<file path="src/rtl/pwp_pkg.sv">
package pwp_pkg;

  typedef enum logic [1:0] {
    WID_8  = 2'b00,
    WID_10 = 2'b01,
    WID_12 = 2'b10,
    WID_14 = 2'b11
  } pwp_width_e;

  typedef enum logic [1:0] {
    BSEL_ALL     = 2'b00,
    BSEL_HALF    = 2'b01,
    BSEL_QUARTER = 2'b10,
    BSEL_PAIR    = 2'b11
  } pwp_bsel_e;

  typedef struct packed {
    logic [1:0] width;
    logic [1:0] byteMode;
    logic       bytePhase;
    logic       lineEn;
    logic       linePhase;
    logic       compressed;
  } pwp_cfg_t;

  typedef struct packed {
    logic accept;
    logic flush;
    logic clear;
  } pwp_strobe_t;

endpackage

</file>
<file path="src/rtl/pwp_control.sv">
module pwp_control
  import pwp_pkg::*;
#(
  parameter int DECIM_SPAN = 4
) (
  input  logic        clk,
  input  logic        rstN,
  input  logic        sampleValid,
  input  logic        lineStart,
  input  logic        frameStart,
  input  logic        frameEnd,
  input  pwp_cfg_t    cfgIn,
  output pwp_cfg_t    cfgLat,
  output pwp_strobe_t strobe
);
  localparam int POS_W = $clog2(DECIM_SPAN);

  logic             active;
  logic             firstLine;
  logic             lineOdd;
  logic [POS_W-1:0] bytePos;
  logic             lineKept;
  logic             byteKept;
  logic             anyMarker;

  always_comb begin
    lineKept = !cfgLat.lineEn || (lineOdd == cfgLat.linePhase);
    byteKept = 1'b1;
    if (cfgLat.width == WID_8) begin
      case (cfgLat.byteMode)
        BSEL_HALF:    byteKept = (bytePos[0] == cfgLat.bytePhase);
        BSEL_QUARTER: byteKept = (bytePos == POS_W'(cfgLat.bytePhase));
        BSEL_PAIR:    byteKept = (bytePos[POS_W-1] == cfgLat.bytePhase);
        default:      byteKept = 1'b1;
      endcase
    end
  end

  always_comb begin
    anyMarker     = frameStart || frameEnd || lineStart;
    strobe.accept = sampleValid && !anyMarker && active && lineKept && byteKept;
    strobe.flush  = !frameStart && frameEnd && active && cfgLat.compressed;
    strobe.clear  = frameStart || (frameEnd && !strobe.flush);
  end

  always_ff @(posedge clk or negedge rstN) begin
    if (!rstN) begin
      cfgLat    <= '0;
      active    <= 1'b0;
      firstLine <= 1'b1;
      lineOdd   <= 1'b0;
      bytePos   <= '0;
    end else if (frameStart) begin
      cfgLat    <= cfgIn;
      active    <= 1'b1;
      firstLine <= 1'b1;
      lineOdd   <= 1'b0;
      bytePos   <= '0;
    end else if (frameEnd) begin
      active    <= 1'b0;
    end else if (lineStart) begin
      if (active) begin
        bytePos <= '0;
        if (firstLine) firstLine <= 1'b0;
        else           lineOdd   <= ~lineOdd;
      end
    end else if (sampleValid && active && lineKept) begin
      bytePos <= bytePos + 1'b1;
    end
  end

endmodule

</file>
<file path="src/rtl/pwp_datapath.sv">
module pwp_datapath
  import pwp_pkg::*;
#(
  parameter int SAMPLE_W = 14,
  parameter int WORD_W   = 32,
  parameter int NARROW_W = 8
) (
  input  logic              clk,
  input  logic              rstN,
  input  logic [SAMPLE_W-1:0] sampleIn,
  input  logic [1:0]        width,
  input  pwp_strobe_t       strobe,
  output logic [WORD_W-1:0] wordOut,
  output logic              wordValid
);
  localparam int SLOT_W       = WORD_W / 2;
  localparam int NARROW_SLOTS = WORD_W / NARROW_W;
  localparam int SLOT_CNT_W   = $clog2(NARROW_SLOTS);
  localparam int WIDTH_CODES  = 4;

  logic [SAMPLE_W-1:0]   masked [WIDTH_CODES];
  logic [WORD_W-1:0]     acc;
  logic [WORD_W-1:0]     placed;
  logic [SLOT_CNT_W-1:0] slot;
  logic [SLOT_CNT_W-1:0] lastSlot;
  logic                  narrow;
  logic [SLOT_W-1:0]     wideSample;

  for (genvar g = 0; g < WIDTH_CODES; g++) begin : g_mask
    localparam int BITS = NARROW_W + 2 * g;
    assign masked[g] = sampleIn & SAMPLE_W'((64'd1 << BITS) - 64'd1);
  end

  always_comb begin
    narrow     = (width == WID_8);
    lastSlot   = narrow ? SLOT_CNT_W'(NARROW_SLOTS - 1) : SLOT_CNT_W'(1);
    wideSample = SLOT_W'(masked[width]);
    placed     = acc;
    if (narrow) placed[slot*NARROW_W +: NARROW_W] = masked[0][NARROW_W-1:0];
    else        placed[slot[0]*SLOT_W +: SLOT_W]  = wideSample;
  end

  always_ff @(posedge clk or negedge rstN) begin
    if (!rstN) begin
      acc       <= '0;
      slot      <= '0;
      wordOut   <= '0;
      wordValid <= 1'b0;
    end else begin
      wordValid <= 1'b0;
      if (strobe.clear) begin
        acc  <= '0;
        slot <= '0;
      end else if (strobe.flush) begin
        if (slot != '0) begin
          wordOut   <= acc;
          wordValid <= 1'b1;
        end
        acc  <= '0;
        slot <= '0;
      end else if (strobe.accept) begin
        if (slot == lastSlot) begin
          wordOut   <= placed;
          wordValid <= 1'b1;
          acc       <= '0;
          slot      <= '0;
        end else begin
          acc  <= placed;
          slot <= slot + 1'b1;
        end
      end
    end
  end

endmodule

</file>
<file path="src/rtl/pixel_word_packer.sv">
module pixel_word_packer
  import pwp_pkg::*;
#(
  parameter int SAMPLE_W   = 14,
  parameter int WORD_W     = 32,
  parameter int DECIM_SPAN = 4
) (
  input  logic                clk,
  input  logic                rstN,
  input  logic [SAMPLE_W-1:0] sampleIn,
  input  logic                sampleValid,
  input  logic                lineStart,
  input  logic                frameStart,
  input  logic                frameEnd,
  input  logic [1:0]          widthSel,
  input  logic [1:0]          byteSelMode,
  input  logic                byteSelPhase,
  input  logic                lineSelEn,
  input  logic                lineSelPhase,
  input  logic                compressedMode,
  output logic [WORD_W-1:0]   wordOut,
  output logic                wordValid
);
  pwp_cfg_t    cfgIn;
  pwp_cfg_t    cfgLat;
  pwp_strobe_t strobe;
  logic [1:0]  cfgWidthLat;
  logic        cfgCompLat;

  assign cfgIn = '{width: widthSel, byteMode: byteSelMode, bytePhase: byteSelPhase,
                   lineEn: lineSelEn, linePhase: lineSelPhase, compressed: compressedMode};
  assign cfgWidthLat = cfgLat.width;
  assign cfgCompLat  = cfgLat.compressed;

  pwp_control #(.DECIM_SPAN(DECIM_SPAN)) i_ctrl (
    .clk(clk), .rstN(rstN), .sampleValid(sampleValid), .lineStart(lineStart),
    .frameStart(frameStart), .frameEnd(frameEnd), .cfgIn(cfgIn),
    .cfgLat(cfgLat), .strobe(strobe)
  );

  pwp_datapath #(.SAMPLE_W(SAMPLE_W), .WORD_W(WORD_W)) i_data (
    .clk(clk), .rstN(rstN), .sampleIn(sampleIn), .width(cfgWidthLat),
    .strobe(strobe), .wordOut(wordOut), .wordValid(wordValid)
  );

endmodule

</file>
<file path="config.mk">
export PLATFORM = sky130hd
export DESIGN_NAME = pixel_word_packer
export DESIGN_NICKNAME = d
export VERILOG_FILES = /design/src/rtl/pwp_pkg.sv /design/src/rtl/pwp_control.sv /design/src/rtl/pwp_datapath.sv /design/src/rtl/pixel_word_packer.sv
export SDC_FILE = /design/constraint.sdc
export NUM_CORES = 1
export LEC_CHECK = 0
export ABC_AREA = 1
export BUFFER_PORTS_ARGS = -buffer_cell sky130_fd_sc_hd__buf_2
export CAP_MARGIN = 40
export CORE_MARGIN = 2
export CORE_UTILIZATION = 30
export DETAILED_ROUTE_END_ITERATION = 8
export GPL_TIMING_DRIVEN = 0
export HOLD_SLACK_MARGIN = 0.15
export PLACE_DENSITY_LB_ADDON = 0.2
export SETUP_SLACK_MARGIN = 0.3
export SLEW_MARGIN = 30
export SYNTH_ARGS = -nofsm -noshare
export SYNTH_HDL_FRONTEND = slang
export SYNTH_SLANG_ARGS = --single-unit
</file>
<file path="constraint.sdc">
create_clock -name clk -period 5.2 [get_ports clk]
set_clock_uncertainty 0.15 [all_clocks]
set_input_delay 1.04 -clock clk [delete_from_list [all_inputs] [get_ports clk]]
set_output_delay 1.04 -clock clk [all_outputs]
set_load 0.01 [all_outputs]
</file>
==> metrics.md <==
| Metric | Value |
|---|---|
| Status | `finished clean` |
| Core Rows | `46` |
| Clock power frac | `35.5%` |
| Most frequent cell after synthesis | `nand2_1` |
| Worst reg-to-reg setup slack | `around 2200 ps` |
| DRC | `0` |
| Initial Util | `30.58%` |
| Met3 Use GR | `around 3.9%` |
| Global-route track usage on met1 | `between 20% and 30%` |
| Yosys Warn Count | `0` |
| GRT overflow | `0` |
| Peak supply drop | `around 190 uV` |
| Origin of the critical flop-to-flop path | `i_data.slot[0]` |
| PwrDens | `about 320 nW/um^2` |
| Main combinational cell family by area after synthesis | `simple AND/OR/NAND/NOR gates` |
| Synth async-reset ratio | `between 90% and 100%` |
| Slew @ Worst Pin | `approximately 700 ps` |
| Clk sinks | `80` |
| Placed cell count | `just under 1000` |
| Int Pwr | `1.262 mW` |
| Synthesized area | `between 4000 and 5000 sq um` |
| Biggest area consumer among synthesized cells | `dfrtp_1` |
| Antenna viol nets, final | `0` |
| Gate Count Post-Synth | `~710` |
| WL final | `16390 um` |
| Synthesized net count | `between 700 and 800` |
| Post-synth EDFFs | `0` |
| Largest cells by area after synthesis | `dfrtp_1, nand2_1, nand3_1, a21oi_1, o21ai_0` |
| Drt via density | `4.954` |
| Unique masters post-synth | `26` |
| Leakage | `just under 3 nW` |
| Reg2reg end | `i_data.wordOut[15]` |
| Initial DRC count | `roughly 450` |
| Post-Synth Adder-Cell Area | `1.292%` |
| Arr. time, crit path | `3120 ps` |
| Compound-Gate Fraction of Synth Area | `between 10% and 20%` |
| Die height | `around 130 um` |
| Gate power share | `between 20 and 25%` |
| Ys flop type | `dfrtp_1` |
| Mux cell area share after synthesis | `0%` |
| Core Footprint | `about 16000 sq um` |
| Root buffer cell | `clkbuf_16` |
| Routability congestion estimate from global placement | `between 0.9 and 1` |
| Total CTS buffers | `9` |
| Required time of the critical path | `approximately 5300 ps` |
| Hold Crit Depth | `2` |
| P&R area growth vs syn | `18.71%` |
| Post-synthesis average cell area | `a little under 7 sq um` |
| Relative slew slack | `a little over half` |
| Non-Filler Instances | `approximately 1000` |
| CTS Buffer Depth | `2` |
| Synth Area in Simple Gates | `about a third` |
| Routed len/inst | `approximately 16 um` |
| First-pass GRT wire length | `roughly 26000 um` |
| GRT Max-Usage Layer | `met2` |
| Type of the worst setup path | `flip-flop to flip-flop` |
| Final Hold Viols | `0` |
| Resize count post-CTS | `0` |
| Final nets | `813` |
| Postcts setup bufs | `0` |
| Hold Path End | `i_data.wordOut[18]` |
| Detail Placement HPWL | `about 12000 um` |
| Ports | `61` |
| NetSw | `roughly 590 uW` |
| CTS H-Tree Depth | `3` |
| # fillers | `approximately 1700` |
| Synth top area share | `about two fifths` |
| Endpoints failing setup | `0` |
| XOR/XNOR Fraction of Synth Area | `0%` |
| Largest net degree at the start of global routing | `between 40 and 50` |
| Hold Crit Class | `flip-flop to flip-flop` |
| Horiz. Die Dim | `131.0 um` |
| Initial antenna violation count | `0` |
| Fin Setup TNS | `0 ps` |
| Hold_sp | `i_data.wordOut[18]` |
| CTS tree | `yes` |
| Top post-synthesis cells by count | `nand2_1, nand3_1, dfrtp_1` |
| Hold Buf Count CTS | `0` |
| Worst-path clk slew | `70 ps` |
| Seq cells post-synth | `80` |
| Vias | `approximately 5000` |
| Max Cap Viol | `0` |
| Switch share | `between 30% and 40%` |
| Antenna cells | `0` |
| Achievable frequency | `about 0.34 GHz` |
| Slew Viols, Final | `0` |
| Reg2reg path depth | `11` |
| Fin crit share | `between 50% and 60%` |
| Seq pwr share | `about two fifths` |
| Layout cell share with drive strength beyond 1 | `between 10% and 20%` |
| Global routing met2 resource utilization | `around 30%` |
| Post-synthesis sequential area ratio | `41.38%` |
| CP endpoint kind | `flip-flop` |
| Port bufs | `60` |
| Crit-path max FO | `12` |
| CP Launch Type | `flip-flop` |
| Clk Latency, worst-skew pair | `350 ps` |
| GRT Total Usage | `around a fifth` |
| Crit path time final | `slightly below 3000 ps` |
| Unrepaired setup endpoints after global routing | `no` |
| Total die area | `17170 sq um` |
| Vias in the first global route | `4464` |
| DR pass1 iterations | `5` |
[how the worst max path moves through the flow]
stage,start,to,cells after the start
after global routing,i_data.slot[0],i_data.acc[11],11
after detailed placement,frameStart,i_data.wordOut[9],11
after floorplan,frameStart,i_data.wordOut[0],10
after CTS,i_data.slot[0],i_data.wordOut[15],11
final,i_data.slot[0],i_data.wordOut[15],11
after global placement,frameStart,i_data.wordOut[10],11
[logic make-up after synthesis]
logic type,after synthesis
buf+inv,87
flops,80
simple gates,401
compound gates,135
fa+ha+maj,5
[worst max-delay path: stages, from the launching register on]
cell,delay (ps)
dfrtp_1,400
clkinv_1,230
clkbuf_1,350
ha_1,460
inv_1,120
nor2_1,310
nand2_1,220
o21ai_0,190
nand2_1,100
o21ai_1,180
nand3_1,130
nand2_1,80
[routing by layer]
layer	wire length [um]	up-vias	part of all wire (%)
li1	-	2475	-
met2	7329	155	45
met5	0	-	0
met3	1066	22	6.5
met4	434	0	2.6
met1	7557	2307	46
[state kept, by name, indices dropped and copies added (netlist names)]
name,cells
i_ctrl.active,1
i_ctrl.bytePos,2
i_ctrl.cfgLat,8
i_ctrl.firstLine,1
i_ctrl.lineOdd,1
i_data.acc,32
i_data.slot,2
i_data.wordOut,32
i_data.wordValid,1
[cell usage in the layout (no fill, tap or decap), types with 2 or more instances in the layout]
cell type	instances
nand2_2	5
nor2_2	2
ha_1	5
buf_2	82
o21ai_0	44
o211ai_1	14
nor2_1	57
clkbuf_1	16
nand2_1	233
dfrtp_1	79
o21a_1	2
nand4_1	3
nand3_1	94
o31ai_1	3
clkinv_1	3
clkbuf_16	9
inv_1	39
nor3_1	5
buf_4	4
clkbuf_8	2
o21ai_1	15
inv_2	4
nor2_4	2
a21oi_1	48
o22ai_1	8
[area by class of cell]
class	count	area [sq um]	share of cell area, %
buffer	41	197.7	3.440
inverter	46	172.7	3.005
multi-input combinational	541	2467	42.93
clock buffer	14	264.0	4.594
sequential	80	2003	34.86
tap	216	270.3	4.703
timing repair buffer	61	334.1	5.813
clock inverter	2	37.54	0.6532
[power by group through the flow]
stage               sequential, mW  combinational [mW]  clock, mW
detailed placement           0.776               0.433          0
global route                 0.777               0.489      0.700
finish                       0.765               0.431      0.660
floorplan                    0.797               0.238          0
CTS                          0.765               0.434      0.676
global placement             0.775               0.427          0
[per-stage QoR]
step	cell area [sq um]	setup slack [ps]	hold WS, ps	util [%]	power (mW)
global placement	5411	2148	301.3	34.19	1.202
finish	5747	2215	312.7	36.31	1.855
global route	5747	1979	331.8	36.31	1.966
CTS	5747	2277	317.0	36.31	1.876
floorplan	4841	2801	292.7	-	1.035
detailed placement	5445	2162	303.8	34.40	1.209
Power figures use the tool's default switching activity.
